<file path="src/rtl/adc_conv_pkg.sv">
package adc_conv_pkg;

    localparam int RES_W    = 10;
    localparam int DATA_W   = 16;
    localparam int CH_W     = 3;
    localparam int REF_W    = 2;
    localparam int ADDR_W   = 2;
    localparam int REG_W    = 6;
    localparam int NORM_CYC = 13;
    localparam int LONG_CYC = 25;
    localparam int CAP_CYC  = 2;
    localparam int PAD_W    = DATA_W - RES_W;

    // control register bit positions
    localparam int B_EN   = 0;
    localparam int B_GO   = 1;
    localparam int B_FREE = 2;
    localparam int B_FLAG = 3;
    localparam int B_IE   = 4;
    // selection register: channel and reference below, alignment above
    localparam int B_LEFT = CH_W + REF_W;

    typedef struct packed {
        logic [REF_W-1:0] refs;
        logic [CH_W-1:0]  chan;
    } mux_sel_t;

    typedef enum logic {
        PH_IDLE = 1'b0,
        PH_RUN  = 1'b1
    } conv_phase_e;

    typedef enum logic [ADDR_W-1:0] {
        RA_CTRL = 2'd0,
        RA_SEL  = 2'd1,
        RA_DATA = 2'd2,
        RA_NONE = 2'd3
    } reg_addr_e;

    function automatic logic [DATA_W-1:0] present_result(
        input logic [RES_W-1:0] r,
        input logic             left
    );
        if (left) return {r, {PAD_W{1'b0}}};
        else      return {{PAD_W{1'b0}}, r};
    endfunction

endpackage

</file>
<file path="src/rtl/adc_conv_timer.sv">
module adc_conv_timer
    import adc_conv_pkg::*;
#(
    parameter int SHORT_LEN = NORM_CYC,
    parameter int LONG_LEN  = LONG_CYC,
    parameter int CAP_AT    = CAP_CYC
)(
    input  logic clk,
    input  logic rst,
    input  logic go,
    input  logic abort,
    input  logic restart,
    input  logic tick,
    input  logic long_req,
    output logic busy,
    output logic capture,
    output logic done
);
    localparam int CW = $clog2(LONG_LEN);
    localparam logic [CW-1:0] SHORT_LAST = CW'(SHORT_LEN - 1);
    localparam logic [CW-1:0] LONG_LAST  = CW'(LONG_LEN - 1);
    localparam logic [CW-1:0] CAP_IDX    = CW'(CAP_AT - 1);

    conv_phase_e   phase;
    logic [CW-1:0] cnt;
    logic          long_q;
    logic [CW-1:0] last;

    assign last    = long_q ? LONG_LAST : SHORT_LAST;
    assign busy    = (phase == PH_RUN);
    assign done    = busy && tick && (cnt == last) && !abort;
    assign capture = busy && tick && (cnt == CAP_IDX) && !abort;

    always_ff @(posedge clk) begin
        if (rst) begin
            phase  <= PH_IDLE;
            cnt    <= '0;
            long_q <= 1'b0;
        end else if (abort) begin
            phase <= PH_IDLE;
            cnt   <= '0;
        end else if (!busy) begin
            if (go) begin
                phase  <= PH_RUN;
                cnt    <= '0;
                long_q <= long_req;
            end
        end else if (tick) begin
            if (cnt == last) begin
                cnt <= '0;
                if (restart) long_q <= long_req;
                else         phase  <= PH_IDLE;
            end else begin
                cnt <= cnt + 1'b1;
            end
        end
    end

    a_r6_abort_idles: assert property (@(posedge clk) disable iff (rst)
        abort |=> !busy);
    a_r9_count_in_window: assert property (@(posedge clk) disable iff (rst)
        busy |-> (cnt <= LONG_LAST));
    a_r4_back_to_back: assert property (@(posedge clk) disable iff (rst)
        (done && restart) |=> (busy && cnt == '0));

endmodule

</file>
<file path="src/rtl/adc_sel_stage.sv">
module adc_sel_stage
    import adc_conv_pkg::*;
(
    input  logic     clk,
    input  logic     rst,
    input  logic     wr_sel,
    input  mux_sel_t wr_val,
    input  logic     busy,
    input  logic     done,
    input  logic     launch,
    output mux_sel_t applied,
    output logic     long_req
);
    mux_sel_t pend;
    logic     pend_v;
    logic     long_pend;
    logic     window_open;
    logic     apply_v;
    mux_sel_t apply_val;
    logic     ref_chg;

    assign window_open = !busy || done;
    assign apply_v     = window_open && (wr_sel || pend_v);
    assign apply_val   = wr_sel ? wr_val : pend;
    assign ref_chg     = apply_v && (apply_val.refs != applied.refs);
    assign long_req    = long_pend || ref_chg;

    always_ff @(posedge clk) begin
        if (rst) begin
            applied   <= '0;
            pend      <= '0;
            pend_v    <= 1'b0;
            long_pend <= 1'b0;
        end else begin
            if (apply_v) applied <= apply_val;
            if (wr_sel && !window_open) begin
                pend   <= wr_val;
                pend_v <= 1'b1;
            end else if (window_open) begin
                pend_v <= 1'b0;
            end
            long_pend <= launch ? 1'b0 : long_req;
        end
    end

    a_r8_hold_while_running: assert property (@(posedge clk) disable iff (rst)
        (busy && !done) |=> $stable(applied));
    a_r8_apply_at_done: assert property (@(posedge clk) disable iff (rst)
        (done && pend_v && !wr_sel) |=> (applied == $past(pend)));

endmodule

</file>
<file path="src/rtl/adc_result_reg.sv">
module adc_result_reg
    import adc_conv_pkg::*;
(
    input  logic              clk,
    input  logic              rst,
    input  logic              capture,
    input  logic [RES_W-1:0]  sample,
    input  logic              done,
    input  logic              left,
    output logic [DATA_W-1:0] data
);
    logic [RES_W-1:0] samp_q;
    logic [RES_W-1:0] res_q;

    always_ff @(posedge clk) begin
        if (rst) begin
            samp_q <= '0;
            res_q  <= '0;
        end else begin
            if (capture) samp_q <= sample;
            if (done)    res_q  <= samp_q;
        end
    end

    assign data = present_result(res_q, left);

    a_r3_capture_sample: assert property (@(posedge clk) disable iff (rst)
        capture |=> (samp_q == $past(sample)));
    a_r6_result_only_on_done: assert property (@(posedge clk) disable iff (rst)
        !done |=> $stable(res_q));

endmodule

</file>
<file path="src/rtl/adc_conv_ctrl.sv">
module adc_conv_ctrl
    import adc_conv_pkg::*;
(
    input  logic              clk,
    input  logic              rst,
    input  logic              wr_en,
    input  logic [ADDR_W-1:0] wr_addr,
    input  logic [REG_W-1:0]  wr_data,
    input  logic [ADDR_W-1:0] rd_addr,
    output logic [DATA_W-1:0] rd_data,
    input  logic              adc_tick,
    input  logic [RES_W-1:0]  sample_in,
    output logic [CH_W-1:0]   chan_sel,
    output logic [REF_W-1:0]  ref_sel,
    output logic              irq
);
    logic     en_q, start_q, free_q, flag_q, ie_q, left_q;
    mux_sel_t sel_req_q;
    mux_sel_t wr_val;
    mux_sel_t applied;
    logic     wr_ctrl, wr_sel;
    logic     go, abort, launch;
    logic     busy, capture, done, long_req;
    logic [DATA_W-1:0] result;

    assign wr_ctrl = wr_en && (reg_addr_e'(wr_addr) == RA_CTRL);
    assign wr_sel  = wr_en && (reg_addr_e'(wr_addr) == RA_SEL);
    assign wr_val  = mux_sel_t'(wr_data[CH_W+REF_W-1:0]);
    assign go      = wr_ctrl && wr_data[B_EN] && wr_data[B_GO] && !busy;
    assign abort   = wr_ctrl && !wr_data[B_EN];
    assign launch  = go || (done && free_q);

    adc_conv_timer u_timer (
        .clk      (clk),
        .rst      (rst),
        .go       (go),
        .abort    (abort),
        .restart  (free_q),
        .tick     (adc_tick),
        .long_req (long_req),
        .busy     (busy),
        .capture  (capture),
        .done     (done)
    );

    adc_sel_stage u_sel (
        .clk      (clk),
        .rst      (rst),
        .wr_sel   (wr_sel),
        .wr_val   (wr_val),
        .busy     (busy),
        .done     (done),
        .launch   (launch),
        .applied  (applied),
        .long_req (long_req)
    );

    adc_result_reg u_res (
        .clk     (clk),
        .rst     (rst),
        .capture (capture),
        .sample  (sample_in),
        .done    (done),
        .left    (left_q),
        .data    (result)
    );

    always_ff @(posedge clk) begin
        if (rst) begin
            en_q      <= 1'b0;
            start_q   <= 1'b0;
            free_q    <= 1'b0;
            flag_q    <= 1'b0;
            ie_q      <= 1'b0;
            left_q    <= 1'b0;
            sel_req_q <= '0;
        end else begin
            if (wr_ctrl) begin
                en_q   <= wr_data[B_EN];
                free_q <= wr_data[B_FREE];
                ie_q   <= wr_data[B_IE];
            end
            if (abort)                start_q <= 1'b0;
            else if (go)              start_q <= 1'b1;
            else if (done && !free_q) start_q <= 1'b0;

            if (done)                             flag_q <= 1'b1;
            else if (wr_ctrl && wr_data[B_FLAG])  flag_q <= 1'b0;

            if (wr_sel) begin
                sel_req_q <= wr_val;
                left_q    <= wr_data[B_LEFT];
            end
        end
    end

    always_comb begin
        rd_data = '0;
        case (reg_addr_e'(rd_addr))
            RA_CTRL: rd_data = {{(DATA_W-5){1'b0}}, ie_q, flag_q, free_q, start_q, en_q};
            RA_SEL:  rd_data = {{(DATA_W-REG_W){1'b0}}, left_q, sel_req_q};
            RA_DATA: rd_data = result;
            default: rd_data = '0;
        endcase
    end

    assign chan_sel = applied.chan;
    assign ref_sel  = applied.refs;
    assign irq      = flag_q && ie_q;

    a_r7_no_start_when_off: assert property (@(posedge clk) disable iff (rst)
        (wr_ctrl && !wr_data[B_EN]) |=> (!start_q && !busy));
    a_r5_zero_start_ignored: assert property (@(posedge clk) disable iff (rst)
        (wr_ctrl && wr_data[B_EN] && !wr_data[B_GO] && start_q && !done) |=> start_q);
    a_r2_single_finish: assert property (@(posedge clk) disable iff (rst)
        (done && !free_q) |=> (!start_q && flag_q && !busy));
    a_r4_free_keeps_start: assert property (@(posedge clk) disable iff (rst)
        (done && free_q) |=> (start_q && busy));
    a_r11_flag_clear: assert property (@(posedge clk) disable iff (rst)
        (wr_ctrl && wr_data[B_FLAG] && !done) |=> !flag_q);

endmodule

</file>
<file path="config.mk">
export PLATFORM = sky130hd
export DESIGN_NAME = adc_conv_ctrl
export DESIGN_NICKNAME = d
export VERILOG_FILES = /design/src/rtl/adc_conv_pkg.sv /design/src/rtl/adc_conv_timer.sv /design/src/rtl/adc_sel_stage.sv /design/src/rtl/adc_result_reg.sv /design/src/rtl/adc_conv_ctrl.sv
export SDC_FILE = /design/constraint.sdc
export NUM_CORES = 1
export LEC_CHECK = 0
export ABC_CLOCK_PERIOD_IN_PS = 1600
export BUFFER_PORTS_ARGS = -buffer_cell sky130_fd_sc_hd__buf_2
export CORE_ASPECT_RATIO = 1.2
export CORE_MARGIN = 4
export CORE_UTILIZATION = 49
export CTS_CLUSTER_SIZE = 12
export DETAILED_ROUTE_END_ITERATION = 16
export PLACE_DENSITY = 0.75
export SLEW_MARGIN = 30
export SYNTH_ARGS = -nofsm -noshare
export SYNTH_HDL_FRONTEND = slang
export SYNTH_SLANG_ARGS = --single-unit
</file>
<file path="constraint.sdc">
create_clock -name clk -period 1.6 [get_ports clk]
set_input_delay 0.08 -clock clk [delete_from_list [all_inputs] [get_ports clk]]
set_output_delay 0.08 -clock clk [all_outputs]
set_load 0.01 [all_outputs]
</file>
# Word-level counts from Yosys, hierarchy flattened

Cells that the tools add are included.

$mul: 0
Shift-type cells: 0
Eq/ne operators: 9
Add/subtract/negate cells: 1
$lt $le $gt $ge: 0
Reduce and logical (&&, ||, !) cells: 37
Divide/modulo/power cells: 0
Bitwise gates (word level): 1
Mux-type cells: 24

Operator list:

| operator                                                              | count |
|---|---|
| 16-bit one-hot mux with 3 select lines                                | 1 |
| 5-bit 2-to-1 mux                                                      | 6 |
| 1-bit logical AND                                                     | 18 |
| 1-bit 2-to-1 mux                                                      | 16 |
| 16-bit 2-to-1 mux                                                     | 1 |
| 2-bit nonzero test                                                    | 4 |
| 2-bit inequality test, second input constant                          | 3 |
| 5-bit by 1-bit adder with 5-bit output, second input constant         | 1 |
| 5-bit by 1-bit equality test with 1-bit output, second input constant | 1 |
| 5-bit equality test                                                   | 1 |
| 1-bit logical NOT                                                     | 5 |
| 5-bit AND reduction                                                   | 1 |
| 2-bit by 1-bit equality test with 1-bit output, second input constant | 2 |
| 2-bit logical NOT                                                     | 2 |
| 1-bit logical OR                                                      | 4 |
| 2-bit OR reduction                                                    | 2 |
| 2-bit equality test, second input constant                            | 1 |
| 2-bit inequality test                                                 | 1 |
| 2-bit AND reduction                                                   | 1 |
| 1-bit NOT                                                             | 1 |

Flip-flop bits (word level): 50
Word-level logic and storage cells: 91
Input bits: 24
Bits in writable memories: 0
Memories: 0
Bits in read-only memories: 0
Bits in latches: 0
Output and inout port bits: 22

# Depth between registers and ports, before layout

Gate-level depths: netlist of run 1.

Word-level depth: 13
Mapped depth: 8
Mapped depth without buffers: 6

# By module

Synthesis of run 1 repeated with hierarchy kept, for this count alone.

Cell total of the unflattened synthesis: 265
Area, all modules: 2501.1 sq um

By module, submodules not included:

| module         | area each (sq um) | instances | cells an instance | sequential area each (sq um) |
|---|---|---|---|---|
| adc_result_reg | 863.3             | 1         | 82                | 400.4 |
| adc_conv_ctrl  | 655.6             | 1         | 75                | 220.2 |
| adc_sel_stage  | 514.2             | 1         | 54                | 240.2 |
| adc_conv_timer | 467.9             | 1         | 54                | 140.1 |

# Worst setup path before layout of run 1

OpenSTA, ideal clock, no wires.

Path type: register to register
Start: register u_timer.phase, in the netlist u_timer.busy
End: register u_res.res_q[0]
Slack: -0.026 ns
Clock period less this slack: 1.626 ns
Buffers on the path: 2
Data arrival time: 1.499 ns
Required time: 1.472 ns
Stages on the path, launching flop included: 8
Setup time: 0.128 ns
Cell sequence: dfxtp_1 -> nand2_4 -> or2_4 -> or2_0 -> buf_2 -> buf_6 -> mux2i_1 -> nor2_1

Longest elaborated chain between the ends: 3

Ends and longest elaborated chain:

| element                         | RTL line             | text |
|---|---|---|
| start: declaration              | adc_conv_timer.sv:24 | `conv_phase_e phase;` |
| start signal: assignment        | adc_conv_timer.sv:36 | `phase <= PH_IDLE;` |
| start signal: assignment        | adc_conv_timer.sv:40 | `phase <= PH_IDLE;` |
| start signal: assignment        | adc_conv_timer.sv:44 | `phase <= PH_RUN;` |
| 1-bit logical AND (3 in series) | adc_conv_timer.sv:31 | `assign done = busy && tick && (cnt == last) && !abort;` |
| end signal: assignment          | adc_result_reg.sv:21 | `if (done) res_q <= samp_q;` |
| end: declaration                | adc_result_reg.sv:13 | `logic [RES_W-1:0] res_q;` |

No other way between the ends.
A chain may end at the register's enable or synchronous reset.

# Worst setup path after layout of run 1

Start: register u_timer.cnt[0]
End: register u_sel.applied[0] (netlist name)

Longest elaborated chain between the ends: 5

Ends and longest elaborated chain:

| element                         | RTL line             | text |
|---|---|---|
| start: declaration              | adc_conv_timer.sv:25 | `logic [CW-1:0] cnt;` |
| start signal: assignment        | adc_conv_timer.sv:54 | `cnt <= cnt + 1'b1;` |
| 5-bit equality test             | adc_conv_timer.sv:31 |  |
| 1-bit logical AND (2 in series) | adc_conv_timer.sv:31 |  |
| 1-bit logical OR                | adc_sel_stage.sv:22  | `assign window_open = !busy \|\| done;` |
| 1-bit logical AND               | adc_sel_stage.sv:23  | `assign apply_v = window_open && (wr_sel \|\| pend_v);` |

No other way between the ends.

==> load_flow_metrics.sql, run 1 <==
INSERT INTO impl_metrics (metric_group, metric, value, unit) VALUES
('global_routing', 'antenna_found_initial', '0', ''),
('synthesis', 'yosys-top-cells-area', 'sky130_fd_sc_hd__dfxtp_1 43%, sky130_fd_sc_hd__mux2i_1 15%, sky130_fd_sc_hd__nor2_1 6.1%', ''),
('power', 'worst_vdd_ir', '754', 'uV'),
('synthesis', 'synth_edf_count', '0', ''),
('critical_path', 'slowest_stage', 'sky130_fd_sc_hd__dfxtp_4', ''),
('floorplan', 'die_y', '83.7', 'um'),
('placement', 'gp_routability_congestion', '0.807', ''),
('critical_path', 'crit_chain', 'inv_1 > ha_1 > o211ai_2 > buf_6 > o21ai_2 > buf_6 > a21oi_1 > a311oi_1', ''),
('sta', 'grt_setup_unrepaired', 'true', ''),
('synthesis', 'syn_area_per_cell', '9.19', 'um2'),
('clocking', 'clock_tree.buffer_depth', '2', ''),
('sta', 'timing.final.crit_share', '96.9', '%'),
('critical_path', 'cpMostUsedCell', 'sky130_fd_sc_hd__buf_6', ''),
('global_routing', 'vias_in_the_first_global_route', '1966', ''),
('global_routing', 'grt_busiest_layer', 'met2', ''),
('critical_path', 'crit_path_max_fanout', '9', ''),
('synthesis', 'synthesis.area', '2340', 'um2'),
('synthesis', 'synth.mux.area_fraction', '15.4', '%'),
('clocking', 'clock_tree_from_tritoncts', 'built', ''),
('sta', 'setup_viol_count_final', '0', ''),
('critical_path', 'element_type_at_the_critical_path_start', 'flop', ''),
('global_routing', 'grt_pass1_wl', '8.79', 'mm'),
('floorplan', 'fp.dieW', '71.1', 'um'),
('power', 'power_density_relative_to_cell_area', '815', 'nW/um2'),
('critical_path', 'criticalPathCategory', 'flop to flop', ''),
('synthesis', 'synthAdderAreaFrac', '1.60', '%'),
('sta', 'finalHoldViolCount', '0', ''),
('clocking', 'clkLatencyLatePin', '310', 'ps'),
('synthesis', 'synth_compound_gate_area_share', '12.8', '%'),
('clocking', 'clock-sinks', '50', ''),
('drt', 'wirelength', '5.24', 'mm'),
('drt', 'wl_per_cell', '14.2', 'um'),
('placement', 'dp_slack', '18.6', 'ps'),
('placement', 'hpwlAfterDp', '3.69', 'mm'),
('sta', 'period_needed', '1550', 'ps'),
('synthesis', 'synthesis.nets', '282', ''),
('drt', 'drc', '0', ''),
('clocking', 'clkTransAtPathRegs', '100', 'ps'),
('final_layout', 'drive_gt1_share', '27.7', '%'),
('global_routing', 'groute.layer.met2.usage', '30.3', '%'),
('critical_path', 'number_of_cells_traversed_by_the_worst_register_to_register_path', '8', ''),
('critical_path', 'critical_path_arrival', '1770', 'ps'),
('synthesis', 'synthDominantAreaCellType', 'sky130_fd_sc_hd__dfxtp_1', ''),
('power', 'power.static_leakage', '1.29', 'nW'),
('synthesis', 'post_synth_xor_area_fraction', '2.24', '%'),
('critical_path', 'crit_buf_inv', '3', ''),
('synthesis', 'synthesis.yosys.warnings', '0', ''),
('clocking', 'number_of_cts_inserted_buffers', '5', ''),
('global_routing', 'gr-total-overflow', '0', ''),
('floorplan', 'floorplan.core_area', '4590', 'um2'),
('sta', 'setup_ws', '49.8', 'ps'),
('final_layout', 'diodes', '0', ''),
('critical_path', 'cpLargestDelayFamily', 'compound AO/OA/AOI/OAI gates', ''),
('global_routing', 'globalRouteTotalUtil', '18.1', '%'),
('synthesis', 'largest_family_of_logic_cells_by_synthesized_area', 'simple AND/OR/NAND/NOR gates', ''),
('placement', 'dp.cells', '358', ''),
('synthesis', 'async_sr_flop_fraction', '0', '%'),
('min_path', 'worstHoldPathCells', '3', ''),
('floorplan', 'rows', '27', ''),
('sta', 'slew-limit-headroom', '67.3', '%'),
('floorplan', 'floorplan.initialDensity', '51.0', '%'),
('synthesis', 'ys_ff_latch', '50', ''),
('critical_path', 'timing.critical_path.required', '1820', 'ps'),
('global_routing', 'use_met3', '3.98', '%'),
('final_layout', 'count_of_placed_standard_cells_in_the_final_layout_fillers_left_out', '369', ''),
('status', 'result_of_the_run', 'complete, no violations', ''),
('floorplan', 'die_footprint', '5950', 'um2'),
('sta', 'worst-slew-pin-transition', '489', 'ps'),
('synthesis', 'share_of_synthesized_cell_area_in_and_or_nand_and_nor_gates', '21.5', '%'),
('global_routing', 'grt_start_max_net_pins', '39', ''),
('drt', 'vias_per_cell', '5.34', '');
## state kept, by name, indices dropped and copies added, names as in the netlist
| name | cells |
|---|---|
| en_q | 1 |
| flag_q | 1 |
| free_q | 1 |
| ie_q | 1 |
| left_q | 1 |
| sel_req_q | 5 |
| start_q | 1 |
| u_res.res_q | 10 |
| u_res.samp_q | 10 |
| u_sel.applied | 5 |
| u_sel.long_pend | 1 |
| u_sel.pend | 5 |
| u_sel.pend_v | 1 |
| u_timer.busy | 1 |
| u_timer.cnt | 5 |
| u_timer.long_q | 1 |
## cell usage after synthesis (all sizes together), types with 4 or more instances
master  count
dfxtp      50
a311oi      5
buf         4
nor2b       6
nand2      27
inv         5
and3        6
nand2b      4
clkbuf     10
a21oi      15
o21ai       9
mux2i      36
nor2       38
## where the power goes
group          leakage [nW]  internal, W  switching, W  total [W]
clock                0.0585     0.000469      0.000419   0.000887
sequential            0.407      0.00126     0.0000134    0.00127
combinational         0.822    0.0000782      0.000104   0.000182
## layout by cell type, fill, tap and decap left out, drive strengths merged, types with 3 or more instances in the layout
| cell type | instances |
|---|---|
| buf | 60 |
| dfxtp | 50 |
| nor2 | 38 |
| mux2i | 36 |
| nand2 | 27 |
| a21oi | 15 |
| o21ai | 9 |
| nor2b | 6 |
| and3 | 6 |
| inv | 6 |
| a311oi | 5 |
| clkbuf | 5 |
| nand2b | 4 |
| xor2 | 3 |
| xnor2 | 3 |
| a21boi | 3 |
| ha | 3 |
| nor3b | 3 |
| o211ai | 3 |
## worst paths after layout
check                  start                to  slack, ps
min             sample_in[0]   u_res.samp_q[0]         10
max           u_timer.cnt[0]  u_sel.applied[0]         50
min reg2reg  u_sel.long_pend   u_sel.long_pend        450
max reg2reg   u_timer.cnt[0]  u_sel.applied[0]         50
## stage by stage
step | util [%] | power, W | TNS (ps)
final | 62.6 | 0.00234 | 0
after global routing | 62.6 | 0.00244 | -225
after CTS | 61.5 | 0.00236 | 0
after detailed placement | 58.7 | 0.00148 | 0
after global placement | 58.7 | 0.00148 | 0
after floorplan | - | 0.00140 | 0
## final cells by class
class                   instances  area, um2
multi-input cells             186       1280
repair buffers                 62        382
inverters                       5       18.8
clock inverters                 3       43.8
flip-flops and latches         50       1010
well taps                      58       72.6
fillers                       420       1720
clock buffers                   5       68.8
## metal layers
layer	vias up	wire [um]	share of wire, %
met1	941	2300	44
li1	987	-	-
met2	36	2660	51
met4	0	86	1.6
met3	8	192	3.7
met5	-	0	0
## timing repair
item	CTS	global route
setup buffers	0	1
gates resized for setup	0	13
hold endpoints to repair	2	0
setup endpoints to repair	0	39
hold buffers	2	0
## tightest hold or removal path: cells and delay by family
kind,cells,cell delay [ps]
AND/OR/NAND/NOR,1,70
multiplexers,1,50
buffers and inverters,1,70
## cells by family (layout without fill, tap and decap cells)
logic type | after synthesis | count (layout)
compound gates | 42 | 42
xor+xnor | 6 | 6
fa+ha+maj | 3 | 3
buf+inv | 19 | 75
flops | 50 | 50
mux | 36 | 36
simple gates | 99 | 99
Note: power is estimated with default switching activity, not from simulation.
==> run 2: changes to the inputs <==
- CTS_BUF_LIST: unset -> sky130_fd_sc_hd__clkbuf_16
==> load_flow_metrics.sql, run 2 (synthesis results as in run 1) <==
INSERT INTO impl_metrics (metric_group, metric, value, unit) VALUES
('status', 'result_of_the_run', 'complete, no violations', ''),
('drt', 'wirelength_met1', '2.27', 'mm'),
('clocking', 'number_of_cts_inserted_buffers', '5', ''),
('min_path', 'min-delay-path-class', 'input port to flop', ''),
('global_routing', 'grt_start_max_net_pins', '39', ''),
('floorplan', 'fp.dieW', '71.1', 'um'),
('final_layout', 'layout_top_registers', 'u_res.res_q x10, u_res.samp_q x10', ''),
('final_layout', 'finish.net_count', '335', ''),
('drt', 'routed-wl-met3', '193', 'um'),
('floorplan', 'pin_count', '46', ''),
('global_routing', 'globalRouteTotalUtil', '18.1', '%'),
('placement', 'gp_routability_congestion', '0.807', ''),
('clocking', 'cts_hold_repair.buffers', '0', ''),
('clocking', 'clkLatencyLatePin', '290', 'ps'),
('critical_path', 'critical_path_arrival', '1750', 'ps'),
('power', 'clock_power_share', '45.2', '%'),
('sta', 'slew_viol_final', '0', ''),
('placement', 'buffer_ports.inserted', '45', ''),
('sta', 'slew-limit-headroom', '66.1', '%'),
('critical_path', 'element_type_at_the_critical_path_start', 'flop', ''),
('critical_path', 'crit_path_max_fanout', '10', ''),
('drt', 'vias', '1961', ''),
('sta', 'whs', '18.1', 'ps'),
('global_routing', 'vias_in_the_first_global_route', '1942', ''),
('final_layout', 'post-route-util', '63.2', '%'),
('critical_path', 'critPathLaunch', 'u_timer.cnt[0]', ''),
('clocking', 'clock_tree_from_tritoncts', 'built', ''),
('drt', 'drc', '0', ''),
('power', 'sw_frac_of_total', '21.7', '%'),
('final_layout', 'diodes', '0', ''),
('sta', 'maxClockFrequency', '0.646', 'GHz'),
('power', 'p_int', '0.00208', 'W'),
('floorplan', 'die_y', '83.7', 'um'),
('critical_path', 'number_of_cells_traversed_by_the_worst_register_to_register_path', '8', ''),
('drt', 'vias_per_cell', '5.34', ''),
('final_layout', 'drive_gt1_share', '27.5', '%'),
('floorplan', 'rows', '27', ''),
('clocking', 'ctsHtreeMaxLevel', '2', ''),
('power', 'combinationalPowerShare', '6.7', '%'),
('global_routing', 'grt_pass1_wl', '8.71', 'mm'),
('final_layout', 'layout.cells.most_common_list', '45 x sky130_fd_sc_hd__dfxtp_1, 45 x sky130_fd_sc_hd__buf_2, 38 x sky130_fd_sc_hd__nor2_1', ''),
('sta', 'worst-slew-pin-transition', '508', 'ps'),
('global_routing', 'antenna_found_initial', '0', ''),
('critical_path', 'criticalPathCategory', 'flop to flop', ''),
('floorplan', 'floorplan.core_area', '4590', 'um2'),
('sta', 'timing.final.crit_share', '96.8', '%'),
('drt', 'wl_per_cell', '14.1', 'um'),
('critical_path', 'setup.reg_to_reg.worst_slack', '50', 'ps'),
('drt', 'ant_nets', '0', ''),
('floorplan', 'die_footprint', '5950', 'um2'),
('power', 'seq_power_share', '48.1', '%'),
('drt', 'wl_met2', '2.64', 'mm'),
('drt', 'top_layer_used', 'met4', ''),
('power', 'switching_power', '0.000576', 'W'),
('clocking', 'clock_tree.root_cell', 'sky130_fd_sc_hd__clkbuf_16', ''),
('drt', 'first_pass_iters', '4', ''),
('critical_path', 'timing.critical_path.to', 'u_sel.applied[0]', ''),
('sta', 'finalHoldViolCount', '0', ''),
('critical_path', 'timing.critical_path.to_type', 'flop', ''),
('sta', 'final.setup_skew', '3.83', 'ps'),
('power', 'worst_vdd_ir', '666', 'uV'),
('power', 'power_density_relative_to_cell_area', '915', 'nW/um2'),
('global_routing', 'gr-total-overflow', '0', ''),
('placement', 'dp_slack', '18.6', 'ps'),
('floorplan', 'floorplan.initialDensity', '51.0', '%'),
('critical_path', 'startpoint_of_the_lowest_slack_register_to_register_path', 'u_timer.cnt[0]', ''),
('drt', 'starting_drc_count_in_detailed_routing', '79', ''),
('critical_path', 'timing.critical_path.required', '1800', 'ps'),
('sta', 'setup_viol_count_final', '0', ''),
('sta', 'period_needed', '1550', 'ps'),
('clocking', 'clkTransAtPathRegs', '70', 'ps'),
('drt', 'wirelength', '5.19', 'mm'),
('clocking', 'clock_tree.buffer_depth', '2', ''),
('critical_path', 'reg2reg_to', 'u_sel.applied[0]', ''),
('placement', 'hpwlAfterDp', '3.69', 'mm'),
('final_layout', 'layout.filler_cells', '418', ''),
('flow_run', 'max-cap-violations', '0', ''),
('final_layout', 'syn_to_final_growth', '23.9', '%'),
('clocking', 'clock-sinks', '50', ''),
('sta', 'setup_ws', '51.5', 'ps'),
('power', 'power.static_leakage', '1.30', 'nW');
==> run 2: timing repair <==
item / in CTS / in global routing
endpoints found under the setup margin: 0 / 37
resized for setup: 0 / 10
buffers inserted: 0 / 1
==> run 2: power groups by stage <==
stage               sequential, W  clock (W)  combinational [W]
floorplan                 0.00130          0          0.0000993
global placement          0.00130          0           0.000174
detailed placement        0.00130          0           0.000176
CTS                       0.00128    0.00122           0.000178
global route              0.00128    0.00128           0.000198
finish                    0.00128    0.00120           0.000179
==> run 2: critical path, stage by stage (launching register included) <==
cell and delay (ps):
sky130_fd_sc_hd__dfxtp_2 340, sky130_fd_sc_hd__inv_1 60, sky130_fd_sc_hd__ha_1 170, sky130_fd_sc_hd__o211ai_2 110
sky130_fd_sc_hd__buf_6 150, sky130_fd_sc_hd__o21ai_2 150, sky130_fd_sc_hd__buf_6 160, sky130_fd_sc_hd__a21oi_1 70
sky130_fd_sc_hd__a311oi_1 250
==> run 2: final cells by class <==
class                           instances  area [um2]  area share [%]
Clock inverter                          3        43.8            1.51
Tap cell                               58        72.6            2.50
Sequential cell                        50        1010            34.7
Clock buffer                            5         125            4.31
Inverter                                5        18.8           0.647
Multi-Input combinational cell        186        1270            43.9
Timing Repair Buffer                   60         362            12.5
==> run 2: per-stage QoR <==
stage	setup TNS [ps]	total power (W)	instance area, um2	instances
5_1_grt	-180	0.00276	2900	367
6_report	0	0.00265	2900	367
3_3_place_gp	0	0.00148	2700	358
3_5_place_dp	0	0.00148	2700	358
2_1_floorplan	0	0.00140	2340	255
4_1_cts	0	0.00267	2860	366
==> run 2: worst min-delay path by stage <==
stage	cells past startpoint	to	from	slack, ps
2_1_floorplan	2	sel_req_q[3]	wr_data[3]	220
3_3_place_gp	3	u_res.samp_q[5]	sample_in[5]	310
3_5_place_dp	3	u_res.samp_q[9]	sample_in[9]	320
4_1_cts	3	left_q	wr_data[5]	20
5_1_grt	3	left_q	wr_data[5]	20
6_report	3	left_q	wr_data[5]	20
==> run 2: metal layers <==
layer | vias up | track usage (%)
met4 | 0 | 6.50
li1 | 985 | -
met3 | 9 | 4.70
met2 | 38 | 29.7
met1 | 929 | 22.5
met5 | - | 0
==> run 3: changes to the inputs <==
- ABC_AREA: unset -> 0
- ABC_CLOCK_PERIOD_IN_PS: 1600 -> 1500
- CORE_UTILIZATION: 49 -> 54
- PLACE_DENSITY: 0.75 -> 0.78
- clock period: 1.6 -> 1.5 ns (I/O delays scaled with it)
==> load_flow_metrics.sql, run 3 (synthesis results as in run 1) <==
INSERT INTO impl_metrics (metric_group, metric, value, unit) VALUES
('placement', 'hpwlAfterDp', '3.99', 'mm'),
('drt', 'drc', '0', ''),
('drt', 'starting_drc_count_in_detailed_routing', '94', ''),
('global_routing', 'met1_usage', '26.9', '%'),
('min_path', 'min-delay-path-class', 'input port to flop', ''),
('sta', 'worst-slew-pin-transition', '403', 'ps'),
('power', 'power_density_relative_to_cell_area', '880', 'nW/um2'),
('critical_path', 'crit_chain', 'and3b_2 > o211ai_4 > buf_4 > o31a_1 > nor2_1 > a221oi_2', ''),
('final_layout', 'layout.cells.most_common', 'sky130_fd_sc_hd__buf_2', ''),
('final_layout', 'layout.cells.most_common_list', '45 x sky130_fd_sc_hd__buf_2, 43 x sky130_fd_sc_hd__dfxtp_1, 38 x sky130_fd_sc_hd__nor2_1', ''),
('power', 'switching_power', '0.000604', 'W'),
('global_routing', 'antenna_found_initial', '0', ''),
('power', 'power_total', '0.00264', 'W'),
('final_layout', 'diodes', '0', ''),
('floorplan', 'pin_count', '46', ''),
('drt', 'ant_nets', '0', ''),
('final_layout', 'layout.filler_cells', '302', ''),
('power', 'power.static_leakage', '1.34', 'nW'),
('sta', 'period_needed', '1550', 'ps'),
('power', 'worst_vdd_ir', '677', 'uV'),
('floorplan', 'die_y', '80.1', 'um'),
('clocking', 'clkTransAtPathRegs', '60', 'ps'),
('clocking', 'clock_tree_from_tritoncts', 'built', ''),
('sta', 'slew-limit-headroom', '73.1', '%'),
('critical_path', 'critical_path_arrival', '1750', 'ps'),
('global_routing', 'grt_start_max_net_pins', '21', ''),
('min_path', 'hp-start', 'sample_in[2]', ''),
('power', 'p_int', '0.00204', 'W'),
('final_layout', 'drive_gt1_share', '32.6', '%'),
('floorplan', 'floorplan.initialDensity', '57.6', '%'),
('clocking', 'number_of_cts_inserted_buffers', '5', ''),
('sta', 'timing.final.crit_share', '104', '%'),
('clocking', 'clock_tree.root_cell', 'sky130_fd_sc_hd__clkbuf_16', ''),
('sta', 'setup-tns-final', '-275', 'ps'),
('drt', 'wl_per_cell', '14.8', 'um'),
('sta', 'whs', '21.8', 'ps'),
('final_layout', 'layout_top_registers', 'u_res.res_q x10, u_res.samp_q x10', ''),
('critical_path', 'startpoint_of_the_lowest_slack_register_to_register_path', 'u_timer.long_q', ''),
('critical_path', 'critPathLaunch', 'u_timer.long_q', ''),
('critical_path', 'crit_path_max_fanout', '5', ''),
('sta', 'finalHoldViolCount', '0', ''),
('critical_path', 'setup.reg_to_reg.worst_slack', '-50', 'ps'),
('final_layout', 'syn_to_final_growth', '28.3', '%'),
('global_routing', 'groute.layer.met2.usage', '35.7', '%'),
('drt', 'first_pass_iters', '4', ''),
('global_routing', 'gr-total-overflow', '0', ''),
('clocking', 'clock-sinks', '50', ''),
('critical_path', 'timing.critical_path.to_type', 'flop', ''),
('min_path', 'worstHoldPathCells', '3', ''),
('status', 'failed_checks', 'setup timing', ''),
('flow_run', 'max-cap-violations', '0', ''),
('clocking', 'ctsHtreeMaxLevel', '2', ''),
('clocking', 'clkLatencyLatePin', '290', 'ps'),
('sta', 'final.setup_skew', '2.93', 'ps'),
('placement', 'gp_routability_congestion', '0.784', ''),
('sta', 'slew_viol_final', '0', ''),
('global_routing', 'use_met3', '5.87', '%'),
('drt', 'vias_per_cell', '5.31', ''),
('sta', 'maxClockFrequency', '0.643', 'GHz'),
('clocking', 'cts_hold_repair.buffers', '0', ''),
('power', 'seq_power_share', '51.5', '%'),
('placement', 'buffer_ports.inserted', '45', ''),
('sta', 'grt_setup_unrepaired', 'true', ''),
('critical_path', 'criticalPathCategory', 'flop to flop', ''),
('global_routing', 'grt_busiest_layer', 'met2', ''),
('placement', 'dpl-instance-area', '2750', 'um2'),
('final_layout', 'design_area', '3010', 'um2'),
('floorplan', 'floorplan.core_area', '4070', 'um2'),
('drt', 'vias', '1981', ''),
('critical_path', 'element_type_at_the_critical_path_start', 'flop', ''),
('floorplan', 'fp.dieW', '68.1', 'um'),
('floorplan', 'rows', '25', ''),
('floorplan', 'die_footprint', '5460', 'um2'),
('global_routing', 'grt_pass1_wl', '8.97', 'mm'),
('sta', 'setup_ws', '-54.4', 'ps'),
('clocking', 'clock_tree.buffer_depth', '2', ''),
('critical_path', 'critical-path-max-stage-delay', '340', 'ps'),
('final_layout', 'finish.net_count', '346', ''),
('critical_path', 'timing.critical_path.required', '1700', 'ps'),
('power', 'combinationalPowerShare', '7.8', '%'),
('critical_path', 'number_of_cells_traversed_by_the_worst_register_to_register_path', '6', ''),
('drt', 'wirelength', '5.52', 'mm'),
('global_routing', 'globalRouteTotalUtil', '21.5', '%'),
('power', 'clock_power_share', '40.7', '%'),
('final_layout', 'post-route-util', '73.9', '%'),
('global_routing', 'vias_in_the_first_global_route', '1950', ''),
('critical_path', 'slowest_stage', 'sky130_fd_sc_hd__dfxtp_2', ''),
('power', 'sw_frac_of_total', '22.8', '%'),
('sta', 'setup_viol_count_final', '12', ''),
('status', 'result_of_the_run', 'finished, violations left', '');
==> run 3: changes by cell type in the layout (fill, tap and decap cells not counted), sizes merged <==
cell	previous run	this run
buf	60	71
clkinv	1	2
bufinv	1	0
inv	6	5
==> run 3: worst paths after layout <==
check | endpoint
hold reg to reg | u_sel.long_pend
setup / recovery | u_timer.long_q
setup reg to reg | u_timer.long_q
hold / removal | u_res.samp_q[2]
==> run 3: repair_timing <==
action / CTS / global route
cloned: 0 / 1
pin swaps: 8 / 18
setup endpoints to repair: 17 / 36
setup buffers: 2 / 1
gates resized for setup: 10 / 19
==> run 3: final cells by class <==
class	instances	area, um2	area share (%)
tap	54	67.6	2.25
multi-input combinational	186	1330	44.1
sequential	50	1010	33.7
clock inverter	2	10.0	0.333
inverter	5	18.8	0.624
timing repair buffer	71	447	14.9
clock buffer	5	125	4.16
==> run 3: metrics by stage <==
step	setup WS [ps]	instances
floorplan	-14.5	255
global placement	-40.3	362
detailed placement	-102	362
CTS	-45.2	371
global route	-111	373
finish	-54.4	373
==> run 3: layer usage <==
metal / up-vias / part of all wire (%) / wire [um]
li1: 1005 / - / -
met1: 919 / 44 / 2450
met2: 49 / 49 / 2720
met3: 8 / 5.3 / 291
met4: 0 / 1.2 / 65
met5: - / 0 / 0
==> run 3: power by group through the flow <==
stage	sequential (W)	clock [W]	combinational (W)
after floorplan	0.00139	0	0.000106
after CTS	0.00136	0.00108	0.000202
after detailed placement	0.00139	0	0.000199
after global placement	0.00139	0	0.000196
final	0.00136	0.00108	0.000207
after global routing	0.00136	0.00114	0.000225
==> run 3: worst max-delay path, delay by kind of cell, from the launching register on <==
kind	cells	cell delay, ps
AO/OA/AOI/OAI	3	660
AND/OR/NAND/NOR	2	300
buffers and inverters	1	170
flip-flops	1	340
